## src/rtl/frame_timer_pkg.sv

```systemverilog
// Package: shared constants and word-packing helpers for the frame timer.
// Assumes a 14-bit interval and a 15-bit packet budget, so the words pack to 32 bits.
package frame_timer_pkg;
    localparam int unsigned FT_CNT_W  = 14;
    localparam int unsigned FT_PKT_W  = 15;
    localparam int unsigned FT_FNUM_W = 16;
    localparam int unsigned FT_NOMINAL_INTERVAL = 11999;

    // Pack the interval word: toggle, budget, two zero bits, interval.
    function automatic logic [31:0] pack_interval(input logic tog,
                                                  input logic [FT_PKT_W-1:0] pkt,
                                                  input logic [FT_CNT_W-1:0] ivl);
        return {tog, pkt, 2'b00, ivl};
    endfunction

    // Pack the remaining word: toggle, zero filler, count.
    function automatic logic [31:0] pack_remaining(input logic tog,
                                                   input logic [FT_CNT_W-1:0] cnt);
        return {tog, {(31-FT_CNT_W){1'b0}}, cnt};
    endfunction
endpackage

```

## src/rtl/frame_interval_reg.sv

```systemverilog
// Module: holds the software-programmed interval, the largest-packet value and the toggle.
// Assumes: a controller-reset request takes priority over a write in the same cycle.
module frame_interval_reg #(
    parameter int unsigned CNT_W   = 14,
    parameter int unsigned PKT_W   = 15,
    parameter int unsigned NOMINAL = 11999
) (
    input  logic             clk,
    input  logic             rst_n,
    input  logic             hc_reset_req,
    input  logic             wr_en,
    input  logic [31:0]      wr_data,
    output logic [CNT_W-1:0] interval,
    output logic [PKT_W-1:0] pkt_max,
    output logic             toggle
);
    localparam logic [CNT_W-1:0] NOM_VAL = CNT_W'(NOMINAL);

    // Register update: reset request restores the nominal interval, else a write loads all fields.
    always_ff @(posedge clk) begin
        if (!rst_n) begin
            interval <= NOM_VAL;
            pkt_max  <= '0;
            toggle   <= 1'b0;
        end else if (hc_reset_req) begin
            interval <= NOM_VAL;
        end else if (wr_en) begin
            toggle   <= wr_data[31];
            pkt_max  <= wr_data[16 +: PKT_W];
            interval <= wr_data[CNT_W-1:0];
        end
    end

    AST_NOMINAL_AFTER_HC_RESET: assert property (@(posedge clk) disable iff (!rst_n)
        hc_reset_req |=> interval == NOM_VAL);
endmodule

```

## src/rtl/frame_countdown.sv

```systemverilog
// Module: counts down the bit-times left in the frame, reloads at zero and emits the SOF pulse.
// Assumes: bit_strobe is one cycle wide. Priority is reset request, then enter-operational, then reload.
module frame_countdown #(
    parameter int unsigned CNT_W = 14
) (
    input  logic             clk,
    input  logic             rst_n,
    input  logic             bit_strobe,
    input  logic             hc_reset_req,
    input  logic             enter_oper,
    input  logic [CNT_W-1:0] interval,
    input  logic             ivl_toggle,
    output logic [CNT_W-1:0] remaining,
    output logic             rem_toggle,
    output logic             reload,
    output logic             frame_start,
    output logic             sof
);
    logic running;

    // Reload decision: a strobe at zero while running and not overridden.
    always_comb begin
        reload      = running && bit_strobe && (remaining == '0) && !hc_reset_req && !enter_oper;
        frame_start = reload || (enter_oper && !hc_reset_req);
    end

    // Counter state: halt on reset request, start on enter, reload at zero, else count down.
    always_ff @(posedge clk) begin
        if (!rst_n) begin
            remaining  <= '0;
            rem_toggle <= 1'b0;
            running    <= 1'b0;
            sof        <= 1'b0;
        end else begin
            sof <= reload;
            if (hc_reset_req) begin
                running <= 1'b0;
            end else if (enter_oper) begin
                remaining <= interval;
                running   <= 1'b1;
            end else if (reload) begin
                remaining  <= interval;
                rem_toggle <= ivl_toggle;
            end else if (running && bit_strobe) begin
                remaining <= remaining - 1'b1;
            end
        end
    end

    AST_COUNT_DOWN: assert property (@(posedge clk) disable iff (!rst_n)
        (running && bit_strobe && remaining != '0 && !hc_reset_req && !enter_oper)
        |=> remaining == $past(remaining) - 1'b1);
    AST_RELOAD_VALUE: assert property (@(posedge clk) disable iff (!rst_n)
        reload |=> (remaining == $past(interval)) && sof);
    AST_TOGGLE_COPY: assert property (@(posedge clk) disable iff (!rst_n)
        reload |=> rem_toggle == $past(ivl_toggle));
    AST_ENTER_NO_SOF: assert property (@(posedge clk) disable iff (!rst_n)
        (enter_oper && !hc_reset_req) |=> !sof && remaining == $past(interval));
endmodule

```

## src/rtl/frame_number_ctr.sv

```systemverilog
// Module: 16-bit frame number that advances at each frame reload.
// Assumes: the increment wins over a software write in the same cycle.
module frame_number_ctr #(
    parameter int unsigned FNUM_W = 16
) (
    input  logic              clk,
    input  logic              rst_n,
    input  logic              inc,
    input  logic              wr_en,
    input  logic [FNUM_W-1:0] wr_data,
    output logic [FNUM_W-1:0] fnum
);
    // Frame number update: increment on reload, else load on write.
    always_ff @(posedge clk) begin
        if (!rst_n)     fnum <= '0;
        else if (inc)   fnum <= fnum + 1'b1;
        else if (wr_en) fnum <= wr_data;
    end

    AST_FNUM_STEP: assert property (@(posedge clk) disable iff (!rst_n)
        inc |=> fnum == $past(fnum) + 1'b1);
endmodule

```

## src/rtl/packet_budget.sv

```systemverilog
// Module: per-frame budget of data bits. Loaded at each frame start, spent down and saturating at zero.
// Assumes: a load in the same cycle as a data strobe discards the strobe.
module packet_budget #(
    parameter int unsigned PKT_W = 15
) (
    input  logic             clk,
    input  logic             rst_n,
    input  logic             load,
    input  logic [PKT_W-1:0] load_val,
    input  logic             data_strobe,
    input  logic [PKT_W-1:0] data_bits,
    input  logic [PKT_W-1:0] pkt_len,
    output logic [PKT_W-1:0] budget,
    output logic             fits
);
    // Fit flag: the packet fits while its length is within the budget.
    always_comb fits = (pkt_len <= budget);

    // Budget update: load at frame start, else subtract with a floor at zero.
    always_ff @(posedge clk) begin
        if (!rst_n)                budget <= '0;
        else if (load)             budget <= load_val;
        else if (data_strobe)      budget <= (budget >= data_bits) ? budget - data_bits : '0;
    end

    AST_BUDGET_LOAD: assert property (@(posedge clk) disable iff (!rst_n)
        load |=> budget == $past(load_val));
    AST_BUDGET_NO_WRAP: assert property (@(posedge clk) disable iff (!rst_n)
        (data_strobe && !load) |=> budget <= $past(budget));
endmodule

```

## src/rtl/usb_frame_timer.sv

```systemverilog
// Module: top of the USB host frame timer. Wires the interval register, countdown,
// frame number and packet budget together and packs the 32-bit read words.
// Assumes: PKT_W is 15 and CNT_W is at most 14, so the interval word packs into 32 bits.
module usb_frame_timer
    import frame_timer_pkg::*;
#(
    parameter int unsigned CNT_W   = FT_CNT_W,
    parameter int unsigned PKT_W   = FT_PKT_W,
    parameter int unsigned FNUM_W  = FT_FNUM_W,
    parameter int unsigned NOMINAL = FT_NOMINAL_INTERVAL
) (
    input  logic              clk,
    input  logic              rst_n,
    input  logic              bit_strobe,
    input  logic              hc_reset_req,
    input  logic              enter_oper,
    input  logic              intv_wr_en,
    input  logic [31:0]       intv_wr_data,
    output logic [31:0]       intv_rd_data,
    output logic [31:0]       rem_rd_data,
    input  logic              fnum_wr_en,
    input  logic [FNUM_W-1:0] fnum_wr_data,
    output logic [FNUM_W-1:0] fnum_rd_data,
    output logic              sof_pulse,
    input  logic              data_strobe,
    input  logic [PKT_W-1:0]  data_bits,
    input  logic [PKT_W-1:0]  pkt_len,
    output logic              pkt_fits,
    output logic [PKT_W-1:0]  budget_left
);
    localparam int unsigned IVL_GAP = 16 - CNT_W;
    localparam int unsigned REM_GAP = 31 - CNT_W;

    logic [CNT_W-1:0] interval, remaining;
    logic [PKT_W-1:0] pkt_max;
    logic             ivl_toggle, rem_toggle, reload, frame_start;

    frame_interval_reg #(.CNT_W(CNT_W), .PKT_W(PKT_W), .NOMINAL(NOMINAL)) u_ivl (
        .clk(clk), .rst_n(rst_n), .hc_reset_req(hc_reset_req),
        .wr_en(intv_wr_en), .wr_data(intv_wr_data),
        .interval(interval), .pkt_max(pkt_max), .toggle(ivl_toggle));

    frame_countdown #(.CNT_W(CNT_W)) u_cnt (
        .clk(clk), .rst_n(rst_n), .bit_strobe(bit_strobe),
        .hc_reset_req(hc_reset_req), .enter_oper(enter_oper),
        .interval(interval), .ivl_toggle(ivl_toggle),
        .remaining(remaining), .rem_toggle(rem_toggle),
        .reload(reload), .frame_start(frame_start), .sof(sof_pulse));

    frame_number_ctr #(.FNUM_W(FNUM_W)) u_fnum (
        .clk(clk), .rst_n(rst_n), .inc(reload),
        .wr_en(fnum_wr_en), .wr_data(fnum_wr_data), .fnum(fnum_rd_data));

    packet_budget #(.PKT_W(PKT_W)) u_bud (
        .clk(clk), .rst_n(rst_n), .load(frame_start), .load_val(pkt_max),
        .data_strobe(data_strobe), .data_bits(data_bits), .pkt_len(pkt_len),
        .budget(budget_left), .fits(pkt_fits));

    // Read word packing: fields at fixed positions, unused bits zero.
    always_comb begin
        intv_rd_data = {ivl_toggle, pkt_max, {IVL_GAP{1'b0}}, interval};
        rem_rd_data  = {rem_toggle, {REM_GAP{1'b0}}, remaining};
    end

    AST_FNUM_WITH_SOF: assert property (@(posedge clk) disable iff (!rst_n)
        $rose(sof_pulse) |-> fnum_rd_data == $past(fnum_rd_data) + 1'b1);
    AST_BUDGET_AT_SOF: assert property (@(posedge clk) disable iff (!rst_n)
        sof_pulse |-> budget_left == $past(intv_rd_data[16 +: PKT_W]));
endmodule

```

## config.mk

```make
export PLATFORM = sky130hd
export DESIGN_NAME = usb_frame_timer
export DESIGN_NICKNAME = d
export VERILOG_FILES = /design/src/rtl/frame_timer_pkg.sv /design/src/rtl/frame_interval_reg.sv /design/src/rtl/frame_countdown.sv /design/src/rtl/frame_number_ctr.sv /design/src/rtl/packet_budget.sv /design/src/rtl/usb_frame_timer.sv
export SDC_FILE = /design/constraint.sdc
export NUM_CORES = 1
export LEC_CHECK = 0
export BUFFER_PORTS_ARGS = -buffer_cell sky130_fd_sc_hd__buf_2
export CORE_ASPECT_RATIO = 0.7
export CORE_MARGIN = 2
export CORE_UTILIZATION = 34
export DETAILED_ROUTE_END_ITERATION = 10
export GPL_TIMING_DRIVEN = 0
export SLEW_MARGIN = 5
export SYNTH_ARGS = -nofsm -noshare
export SYNTH_HDL_FRONTEND = slang
export SYNTH_HIERARCHICAL = 1
export SYNTH_SLANG_ARGS = --single-unit
```

## constraint.sdc

```tcl
create_clock -name clk -period 3.17 [get_ports clk]
set_input_delay 0.634 -clock clk [delete_from_list [all_inputs] [get_ports clk]]
set_output_delay 0.634 -clock clk [all_outputs]
set_load 0.02 [all_outputs]
```

==> results by group <==
Finish
  – Layout Cells excl Fill: about 1,000
  – Share of layout cells above drive strength 1: 0.312
  – Fillcell total: 1,614
  – Final instance area: about 6900 um^2
  – Final nets: 960
  – Area grow syn2layout: 27.2%

Logic synthesis
  – Largest cells by area after synthesis: dfxtp_1 (29%), ha_1 (7.3%), mux2i_1 (6.8%)
  – Synth top area share: 0.286
  – Post-synthesis sequential area ratio: 0.286
  – Top cells by count, synth: nand2_1 (82), dfxtp_1 (78), inv_1 (43), nor2_1 (43), a21oi_1 (40)
  – FF+latch count, synth: between 70 and 80
  – Post-synth EDFFs: 0
  – Synthesized area per cell: 8.36 um^2
  – Yosys top cell by area: dfxtp_1
  – Top_reg_cell synth: dfxtp_1
  – Most numerous cell in the Yosys netlist: nand2_1
  – Netlist cell types: between 90 and 100
  – Post-synthesis cell area: 5460 um^2
  – Yosys warns: 6
  – Synthesized instance count: ~650
  – Asr flop ratio synth: 0

Timing
  – Final min period: 3030 ps
  – Slew Limit Fails: 0
  – Slew at the pin closest to its max-slew limit: between 700 and 800 ps
  – Max Clk Rate: ~0.33 GHz
  – Setup TNS: 0 ps
  – Final setup violating endpoints: 0
  – Tcrit/Tclk final: 0.957
  – Relative slew slack: 0.528
  – Tightest hold margin: 475 ps
  – Setup Skew: between 8 and 9 ps
  – Hold Vio Cnt, Final: 0

CTS
  – Clock Tree Buf Depth: 2
  – Htree depth: 3
  – CTS Hold Bufs: 0
  – Root Driver: clkbuf_16
  – CTS clk-pin slew, worst paths: 70 ps
  – Clock sinks: between 70 and 80
  – Num CTS Buffers: 9
  – Clk_lat worst skew: around 330 ps
  – CTS tree: yes

Drt
  – Via count: around 5,300
  – Post-Route WL: roughly 17,000 um
  – Post-DR wirelength/cell: 16.2 um
  – Final ANT Viol Nets: 0
  – DRC Markers: 0
  – Post-DR vias/cell: about 5.1
  – DRT Pass-1 Iters: 5
  – Detailed Route Iter0 Violations: approximately 380

Outcome
  – Outcome: finished clean

Global route
  – Initial antenna violation count: 3
  – First-pass GRT wire length: roughly 26,000 um
  – Vias in the first global route: 4,891
  – GRT Util Overall: 0.197
  – Pin count of the biggest net entering global routing: 15
  – Grt ovf: 0

Place
  – Placed Instances: 1,030
  – Placed cell area: around 6600 um^2
  – Placer Congestion: 0.902
  – Input/output buffers: around 160
  – Dpl hpwl: 13,700 um

Setup path
  – CP peak stage delay: roughly 360 ps
  – Critical Path Start: u_bud/budget[8]
  – CP max FO: 3
  – Delay-heaviest family, CP: compound AO/OA/AOI/OAI gates
  – CP Launch Type: flip-flop
  – Arr. time, crit path: about 2400 ps
  – Top cell by count, worst path: a21o_1
  – CP bufs+invs: 2
  – Worst r2r src: u_cnt/remaining[0]
  – WS Path Type: flip-flop to primary output
  – CP max stage cell: a2111oi_4
  – Critical path endpoint category: primary output
  – CP Cell Sequence: inv_2 > ha_1 > a21o_1 > a21o_1 > a21o_1 > a2111oi_4 > o21ai_2 > o21ai_2 > buf_4
  – Req. time, crit path: around 2500 ps

Floorplan
  – Die H: 110 um
  – Starting Density: 0.350
  – Chip width: around 160 um
  – Ports: between 150 and 200
  – Row count: 38
  – Total die area: 17,100 um^2
  – Area of the core: 15,600 um^2

Power and ir drop
  – Comb power frac: 0.219
  – Net Switching: 0.000869 W
  – Leak: approximately 3.2 nW
  – Switching part of the total: 0.302
  – P_int: just over 0.002 W
  – Clock group share of total power: 0.399
  – Total Power: 0.00288 W
  – Peak supply drop: around 0.24 mV
  – Sequential Power Share: 0.382
  – Pwr per Cell Area: 415 nW/um^2

Flow run
  – Max Cap Viol: 0

Min path
  – Hold Crit Start: u_ivl/pkt_max[4]
  – Hold Path Class: flip-flop to flip-flop
## timing repair
item,in CTS,in global routing
setup buffers,0,0
pin swaps,2,1
endpoints found under the setup margin,11,12
resized for setup,8,4
hold endpoints to repair,0,0
## power groups by stage
stage	registers [W]	logic, W	clock network (W)
global placement	0.00112	0.000618	0
floorplan	0.00116	0.000374	0
finish	0.00110	0.000631	0.00115
global route	0.00111	0.000699	0.00122
detailed placement	0.00112	0.000620	0
CTS	0.00110	0.000627	0.00119
## layout by cell type, fill, tap and decap left out, drive strengths merged, types with 6 or more instances in the layout
cell / Yosys / layout
buf: 44 / 202
nand2: 82 / 82
dfxtp: 78 / 78
nor2: 44 / 44
inv: 43 / 44
a21oi: 41 / 41
mux2i: 37 / 37
o21ai: 35 / 35
ha: 32 / 32
conb: 1 / 19
o21a: 19 / 19
nor3: 16 / 16
clkbuf: 5 / 16
nand3: 14 / 14
nand4: 13 / 13
a21o: 10 / 10
nand2b: 10 / 10
o31ai: 9 / 9
a211oi: 9 / 9
nor4: 9 / 9
nor2b: 8 / 8
and3: 8 / 8
a31oi: 6 / 6
a22oi: 6 / 6
## per-layer routing
metal  wire length (um)  track usage  vias to the layer above  share of wire
met2               6240        0.254                      201           0.37
met3               1440       0.0559                       15          0.085
met4                155       0.0478                        2         0.0091
met5                 13            0                        -        0.00077
met1               9110        0.311                     2384           0.54
li1                   -            -                     2705              -
## registers in the layout, indices dropped and copies added (netlist names)
| register | count |
|---|---|
| u_fnum/fnum | 16 |
| u_bud/budget | 15 |
| u_ivl/pkt_max | 15 |
| u_cnt/remaining | 14 |
| u_ivl/interval | 14 |
| u_cnt/rem_toggle | 1 |
| u_cnt/running | 1 |
| u_cnt/sof | 1 |
| u_ivl/toggle | 1 |
## path summary, 6_finish.rpt
kind / endpoint / slack (ps) / depth (start not counted)
max: pkt_fits / 140 / 9
min: u_ivl/pkt_max[4] / 470 / 2
min reg2reg: u_ivl/pkt_max[4] / 470 / 2
max reg2reg: u_bud/budget[13] / 240 / 12
## area by class of cell
type	count	area (um^2)	share of cell area
Buffer	50	400	0.0576
Clock buffer	10	239	0.0344
Inverter	43	161	0.0232
Timing Repair Buffer	159	798	0.115
Tap cell	200	250	0.0360
Sequential cell	78	1560	0.225
Antenna cell	2	5.00	0.000721
Multi-Input combinational cell	500	3430	0.495
Clock inverter	6	93.8	0.0135
## kinds of logic (layout without fill, tap and decap cells)
family,Yosys count,count (layout),share of synthesized area
compound gates,173,173,0.223
simple gates,230,230,0.228
xor+xnor,6,6,0.00962
mux,39,39,0.0726
flops,78,78,0.286
fa+ha+maj,33,33,0.0770
other cells,1,21,0.000687
buf+inv,93,268,0.102
## stage by stage
step | utilization | setup slack (ps)
2_1_floorplan | - | 338
3_3_place_gp | 0.422 | -404
3_5_place_dp | 0.422 | -386
4_1_cts | 0.444 | 20.6
5_1_grt | 0.445 | -0.246
6_report | 0.445 | 137
## worst min-delay path, stage by stage (launching register included)
cell     delay [ps]
dfxtp_1         320
nand2_1          50
mux2i_1          50
No activity file was read; power rests on OpenSTA's default activity.
